### config.mk
export PLATFORM = sky130hd
export DESIGN_NAME = dq_ring_tracker
export DESIGN_NICKNAME = d
export VERILOG_FILES = /design/src/rtl/dq_pkg.sv /design/src/rtl/ring_ptr_adv.sv /design/src/rtl/cnt_clamp.sv /design/src/rtl/msg_gate.sv /design/src/rtl/dq_ring_tracker.sv
export SDC_FILE = /design/constraint.sdc
export NUM_CORES = 1
export LEC_CHECK = 0
export ABC_CLOCK_PERIOD_IN_PS = 8900
export BUFFER_PORTS_ARGS = -buffer_cell sky130_fd_sc_hd__buf_2
export CAP_MARGIN = 5
export CORE_AREA = 4 4 140 142
export DETAILED_ROUTE_END_ITERATION = 16
export DIE_AREA = 0 0 144 146
export HOLD_SLACK_MARGIN = 0.03
export PLACE_DENSITY = 0.78
export REMOVE_ABC_BUFFERS = 1
export SETUP_SLACK_MARGIN = 0.1
export SYNTH_ARGS = -nofsm -noshare
export SYNTH_HDL_FRONTEND = slang
export SYNTH_SLANG_ARGS = --single-unit
### constraint.sdc
create_clock -name clk -period 8.9 [get_ports clk]
set_clock_uncertainty 0.15 [all_clocks]
set_input_delay 0.445 -clock clk [delete_from_list [all_inputs] [get_ports clk]]
set_output_delay 0.445 -clock clk [all_outputs]
set_load 0.1 [all_outputs]
### src/rtl/dq_pkg.sv
package dq_pkg;
  localparam logic [3:0] A_SIZE   = 4'h0;
  localparam logic [3:0] A_BASE   = 4'h1;
  localparam logic [3:0] A_ALLOC  = 4'h2;
  localparam logic [3:0] A_DONE   = 4'h3;
  localparam logic [3:0] A_THRESH = 4'h4;
  localparam logic [3:0] A_ADD    = 4'h5;
  localparam logic [3:0] A_REL    = 4'h6;
  localparam logic [3:0] A_CTRL   = 4'h7;
  localparam int unsigned THR_W     = 15;
  localparam int unsigned PTR_LSB   = 16;
endpackage

### src/rtl/ring_ptr_adv.sv
module ring_ptr_adv #(
  parameter int W = 13
) (
  input  logic [W-1:0] ptr,
  input  logic [W-1:0] step,
  input  logic [W-1:0] size,
  output logic [W-1:0] nxt
);
  logic [W:0] sum;
  logic [W:0] wrapped;
  always_comb begin
    sum     = {1'b0, ptr} + {1'b0, step};
    wrapped = sum - {1'b0, size};
    nxt     = (sum >= {1'b0, size}) ? wrapped[W-1:0] : sum[W-1:0];
  end
endmodule

### src/rtl/cnt_clamp.sv
module cnt_clamp #(
  parameter int W = 13
) (
  input  logic [31:0]  req,
  input  logic [W-1:0] avail,
  output logic [W-1:0] grant,
  output logic         over
);
  always_comb begin
    over  = req > 32'(avail);
    grant = over ? avail : req[W-1:0];
  end
endmodule

### src/rtl/msg_gate.sv
module msg_gate import dq_pkg::*; #(
  parameter int CW = 13
) (
  input  logic             clk,
  input  logic             rst_n,
  input  logic             retire,
  input  logic             iod,
  input  logic             release_wr,
  input  logic [CW-1:0]    pending,
  input  logic [THR_W-1:0] thresh,
  output logic             msg_pulse
);
  logic iod_seen_q, outst_q, msg_q, fire;

  always_comb
    fire = (THR_W'(pending) > thresh) && iod_seen_q && !outst_q && !release_wr;

  always_ff @(posedge clk) begin
    if (!rst_n) begin
      iod_seen_q <= 1'b0;
      outst_q    <= 1'b0;
      msg_q      <= 1'b0;
    end else begin
      msg_q <= fire;
      if (release_wr) begin
        iod_seen_q <= retire && iod;
        outst_q    <= 1'b0;
      end else begin
        if (retire && iod) iod_seen_q <= 1'b1;
        if (fire)          outst_q    <= 1'b1;
      end
    end
  end

  assign msg_pulse = msg_q;


  single_pulse_chk: assert property (@(posedge clk) disable iff (!rst_n)
    msg_q |=> !msg_q);
endmodule

### src/rtl/dq_ring_tracker.sv
module dq_ring_tracker import dq_pkg::*; #(
  parameter int MAX_LOG     = 12,
  parameter int DEF_ENTRIES = 1024
) (
  input  logic        clk,
  input  logic        rst_n,
  input  logic        reg_wr_en,
  input  logic [3:0]  reg_wr_addr,
  input  logic [31:0] reg_wdata,
  input  logic [3:0]  reg_rd_addr,
  output logic [31:0] reg_rdata,
  input  logic        proc_strobe,
  input  logic        proc_iod,
  output logic        chan_active,
  output logic        err_flag,
  output logic        msg_pulse
);
  localparam int PTR_W       = MAX_LOG + 1;
  localparam int MAX_ENTRIES = 1 << MAX_LOG;

  logic [PTR_W-1:0] size_q, alloc_q, rdptr_q, queued_q, pending_q;
  logic [31:0]      base_q;
  logic [THR_W-1:0] thresh_q;
  logic             active_q, err_q;

  logic wr_size, wr_base, wr_thr, wr_add, wr_rel, wr_ctrl;
  logic [PTR_W-1:0] free_cnt, add_n, rel_n, add_eff, rel_eff;
  logic [PTR_W-1:0] alloc_nxt, rdptr_nxt, size_new;
  logic add_over, rel_over, retire;

  always_comb begin
    wr_size  = reg_wr_en && (reg_wr_addr == A_SIZE);
    wr_base  = reg_wr_en && (reg_wr_addr == A_BASE);
    wr_thr   = reg_wr_en && (reg_wr_addr == A_THRESH);
    wr_add   = reg_wr_en && (reg_wr_addr == A_ADD);
    wr_rel   = reg_wr_en && (reg_wr_addr == A_REL);
    wr_ctrl  = reg_wr_en && (reg_wr_addr == A_CTRL);
    free_cnt = size_q - queued_q - pending_q;
    add_eff  = wr_add ? add_n : '0;
    rel_eff  = wr_rel ? rel_n : '0;
    retire   = proc_strobe && active_q && (queued_q != '0);
    if (reg_wdata == 32'd0)
      size_new = PTR_W'(1);
    else if (reg_wdata > 32'(MAX_ENTRIES))
      size_new = PTR_W'(MAX_ENTRIES);
    else
      size_new = reg_wdata[PTR_W-1:0];
  end

  cnt_clamp #(.W(PTR_W)) u_add_clamp (
    .req(reg_wdata), .avail(free_cnt), .grant(add_n), .over(add_over));
  cnt_clamp #(.W(PTR_W)) u_rel_clamp (
    .req(reg_wdata), .avail(pending_q), .grant(rel_n), .over(rel_over));

  ring_ptr_adv #(.W(PTR_W)) u_alloc_adv (
    .ptr(alloc_q), .step(add_eff), .size(size_q), .nxt(alloc_nxt));
  ring_ptr_adv #(.W(PTR_W)) u_rd_adv (
    .ptr(rdptr_q), .step(rel_eff), .size(size_q), .nxt(rdptr_nxt));

  always_ff @(posedge clk) begin
    if (!rst_n) begin
      size_q    <= PTR_W'(DEF_ENTRIES);
      base_q    <= '0;
      alloc_q   <= '0;
      rdptr_q   <= '0;
      queued_q  <= '0;
      pending_q <= '0;
      thresh_q  <= '0;
      active_q  <= 1'b0;
      err_q     <= 1'b0;
    end else begin
      if (wr_base) base_q   <= reg_wdata;
      if (wr_thr)  thresh_q <= reg_wdata[THR_W-1:0];
      if (wr_ctrl) active_q <= (reg_wdata == 32'd0);
      if ((wr_add && add_over) || (wr_rel && rel_over)) err_q <= 1'b1;
      if (wr_size) begin
        size_q    <= size_new;
        alloc_q   <= '0;
        rdptr_q   <= '0;
        queued_q  <= '0;
        pending_q <= '0;
      end else begin
        alloc_q   <= alloc_nxt;
        rdptr_q   <= rdptr_nxt;
        queued_q  <= queued_q + add_eff - PTR_W'(retire);
        pending_q <= pending_q + PTR_W'(retire) - rel_eff;
      end
    end
  end

  always_comb begin
    case (reg_rd_addr)
      A_SIZE:   reg_rdata = 32'(size_q);
      A_BASE:   reg_rdata = base_q;
      A_ALLOC:  reg_rdata = 32'(alloc_q) << PTR_LSB;
      A_DONE:   reg_rdata = (32'(rdptr_q) << PTR_LSB) | 32'(pending_q);
      A_THRESH: reg_rdata = 32'(thresh_q);
      A_CTRL:   reg_rdata = {30'd0, err_q, active_q};
      default:  reg_rdata = 32'd0;
    endcase
  end

  msg_gate #(.CW(PTR_W)) u_msg (
    .clk(clk), .rst_n(rst_n),
    .retire(retire && !wr_size), .iod(proc_iod),
    .release_wr(wr_rel || wr_size),
    .pending(pending_q), .thresh(thresh_q),
    .msg_pulse(msg_pulse));

  assign chan_active = active_q;
  assign err_flag    = err_q;


  occupancy_chk: assert property (@(posedge clk) disable iff (!rst_n)
    ({1'b0, queued_q} + {1'b0, pending_q}) <= {1'b0, size_q});

  alloc_range_chk: assert property (@(posedge clk) disable iff (!rst_n)
    alloc_q < size_q);

  rdptr_range_chk: assert property (@(posedge clk) disable iff (!rst_n)
    rdptr_q < size_q);

  stopped_hold_chk: assert property (@(posedge clk) disable iff (!rst_n)
    (!active_q && !wr_size && !wr_rel) |=> $stable(pending_q));

  err_sticky_chk: assert property (@(posedge clk) disable iff (!rst_n)
    err_q |=> err_q);
endmodule

==> results.md <==
* Max VDD drop at 0.000126 V
* Post-Synthesis Cells at 1,377
* Setup TNS at 0 ns
* Initial Util at 58.8%
* Max-cap violation count at 0
* Root buf cell: clkbuf_16
* Final net count at 1,657
* Count of boundary I/O pins at 80
* Startpoint types: flop
* Warnings, synthesis at 0
* Rows at 50
* Post-synthesis cell area at 10,800 sq um
* Critical Path AT at 8.50 ns
* Final hold vios at 0
* Clk sinks at 117
* Post-DP HPWL at 25.3 mm
* WP data required at 9.05 ns
* CP Max Fanout at 10
* Yosys reg bits at 117
* Pins over their slew limit at 0
* Mean Syn Cell Area at 7.87 sq um
* Hold_ws at 0.108 ns
* CP Class: flop to flop
* Cts bufs inserted at 17
* RSZ-0062 raised after global routing: no
* Seq/Total Area, Yosys at 21.6%
* Initial drt markers at 856
* Drt first pass iters at 5
* Top delay family on crit path: compound AO/OA/AOI/OAI gates
* Area share of the largest cell type after synthesis at 21.6%
* Pwr/cell area at 140 nW/um^2
* Final period util at 93.8%
* Min-Delay Path Depth at 3
* Vias in the first global route at 10,200
* WL final at 32.9 mm
* Global-route wire length before repair at 52.0 mm
* Post-synth cell types at 72
* Crit path largest cell delay at 0.52 ns
* Largest net degree at the start of global routing at 62
* Critical path buffers and inverters at 4
* R2r worst-path depth at 36
* Fmax at 120 MHz
* Area grow syn2layout at 10.7%
* # hold bufs at CTS at 0
* Core box area at 18,500 sq um
* PortBufs at 79
* Worst min path class: input pin to flop
* Hold path endpoint: u_msg.iod_seen_q
* Post-layout min period at 8.35 ns
* Asr flop ratio synth at 0%
* Avg Vias per Cell at 6.08
* Worst Tran Pin Value at 1.29 ns
* Nature of the critical path endpoint: flop
* Post-synth top area cell: dfxtp_1
* Top post-synthesis cells by area: dfxtp_1, ha_1, nand2_1
* Die X-Extent at 144 um
* Die Y at 146 um
* Per-cell routed wire length at 19.5 um
* Max clock buf depth at 2
* TritonCTS clock tree: yes
* Initial antenna violation count at 1
* Post-CTS setup buffer count at 0
* Slowest cell on the critical path: or4_4
* Hold path start: proc_iod
* Die area at 21,000 sq um
* Via count at 10,300
* Most used cell, CP: ha_1
* Reg2reg end: alloc_q[6]
* Number of gates resized after CTS at 0
* Clk Latency, worst-skew pair at 0.43 ns
* Routability congestion estimate from global placement at 0.935
* Crit Reg-Reg Startpoint: pending_q[2]
* Clock-pin slew on the worst setup and hold paths at 0.07 ns
* ANT nets after route at 0
* H-tree depth at 4
* GRT Residual Overflow at 0
* Slew headroom at 13.7%
* Status: finished, final reports clean
* Post-synth top flop: dfxtp_1
* Share of cells above drive strength 1 at 12.0%
* Final setup fails at 0
* Antenna Cells at 0
* DR DRC count at 0
* FF-to-FF setup slack at 0.55 ns
* Total leakage power at 5.21 nW
* Gr usage total at 31.3%
* Post-synth EDFFs at 0
==> synthesized netlist by cell type (3+ instances only) <==
library cell,number
mux2i_1,36
nand3_1,17
and3_1,11
nand4b_1,3
inv_1,126
or2_2,20
mux2_2,13
xnor2_1,44
or3_1,5
nand3b_1,3
a211o_1,3
a211oi_1,10
nor2_1,113
o211ai_1,10
nor4_1,13
a21o_1,29
nand2b_1,17
fa_1,18
nor3b_1,4
nor2b_1,23
nand2_1,181
nand4_1,13
a21oi_1,66
dfxtp_1,117
a31oi_1,9
ha_1,153
a21boi_0,51
a2111oi_0,4
clkbuf_1,40
xor2_1,26
a31o_2,3
o21ai_0,57
o21bai_1,6
nor3_1,20
and2_1,11
a22oi_1,41
o21a_1,16
==> worst reg2reg max path, delay by kind of cell (launching register included) <==
kind	cells	cell delay [ns]
flops	1	0.40
mux	1	0.24
compound gates	13	2.61
fa+ha+maj	6	1.92
xor+xnor	2	0.36
buf+inv	4	0.54
simple gates	10	2.01
==> layout by cell type (no fill, tap or decap), types with 41 or more instances in the layout <==
| cell type | count |
|---|---|
| a21boi_0 | 51 |
| a21oi_1 | 66 |
| a22oi_1 | 41 |
| buf_2 | 79 |
| dfxtp_1 | 117 |
| ha_1 | 153 |
| inv_1 | 126 |
| nand2_1 | 180 |
| nor2_1 | 113 |
| o21ai_0 | 57 |
| xnor2_1 | 44 |
==> how the worst max path moves through the flow <==
stage                 start     endpoint  slack, ns  cells past startpoint
3_5_place_dp   pending_q[5]   alloc_q[9]       0.52                     34
6_report       pending_q[2]   alloc_q[6]       0.55                     36
4_1_cts        pending_q[2]   alloc_q[6]       0.43                     36
5_1_grt        pending_q[2]   alloc_q[6]       0.09                     35
2_1_floorplan  pending_q[4]  alloc_q[10]       1.28                     34
3_3_place_gp   pending_q[2]   alloc_q[9]       0.78                     36
==> report_power, final <==
group / internal, W / switching, W
clock network: 0.000368 / 0.000305
registers: 0.000544 / 0.0000173
logic: 0.000201 / 0.000249
==> metal layers <==
layer,track usage (%),vias up,wire [um]
met5,0,-,13
met4,13.3,2,1460
met3,7.13,109,2680
met2,51.3,428,15200
met1,39.2,4786,13500
li1,-,4945,-
==> cells by family after synthesis <==
kind of cell | count (synthesis) | synth area share (%)
adders and majority gates | 171 | 21.0
and+or+nand+nor | 468 | 20.3
xor gates and xnor gates | 70 | 5.65
muxes | 49 | 4.67
buffers and inverters | 173 | 6.12
AOI/OAI and AO/OA | 329 | 20.7
DFF | 117 | 21.6
==> final cells by class <==
cell class                 instances  area, sq um
clock buffer                      17          425
clock inverter                    15          134
fill                            1607         6450
inverter                         127          477
multi-input combinational       1087         7850
sequential                       117         2340
tap                              234          293
timing repair buffer              91          485
==> metrics by stage <==
step | util [%] | power [W] | instances | worst slack (ns) | cell area [sq um]
global placement | 61.9 | 0.000992 | 1653 | 0.782 | 11400
finish | 65.1 | 0.00168 | 1688 | 0.550 | 12000
global route | 65.1 | 0.00175 | 1688 | 0.0857 | 12000
detailed placement | 61.9 | 0.000998 | 1653 | 0.524 | 11400
floorplan | - | 0.000892 | 1331 | 1.28 | 10700
CTS | 64.9 | 0.00167 | 1685 | 0.429 | 12000
==> sequential cells by signal, indices dropped and copies added (netlist names), 13 cells and up <==
register,flops
queued_q,13
thresh_q,15
pending_q,13
rdptr_q,13
alloc_q,13
base_q,32
size_q,13
(Power assumes the default switching activity.)
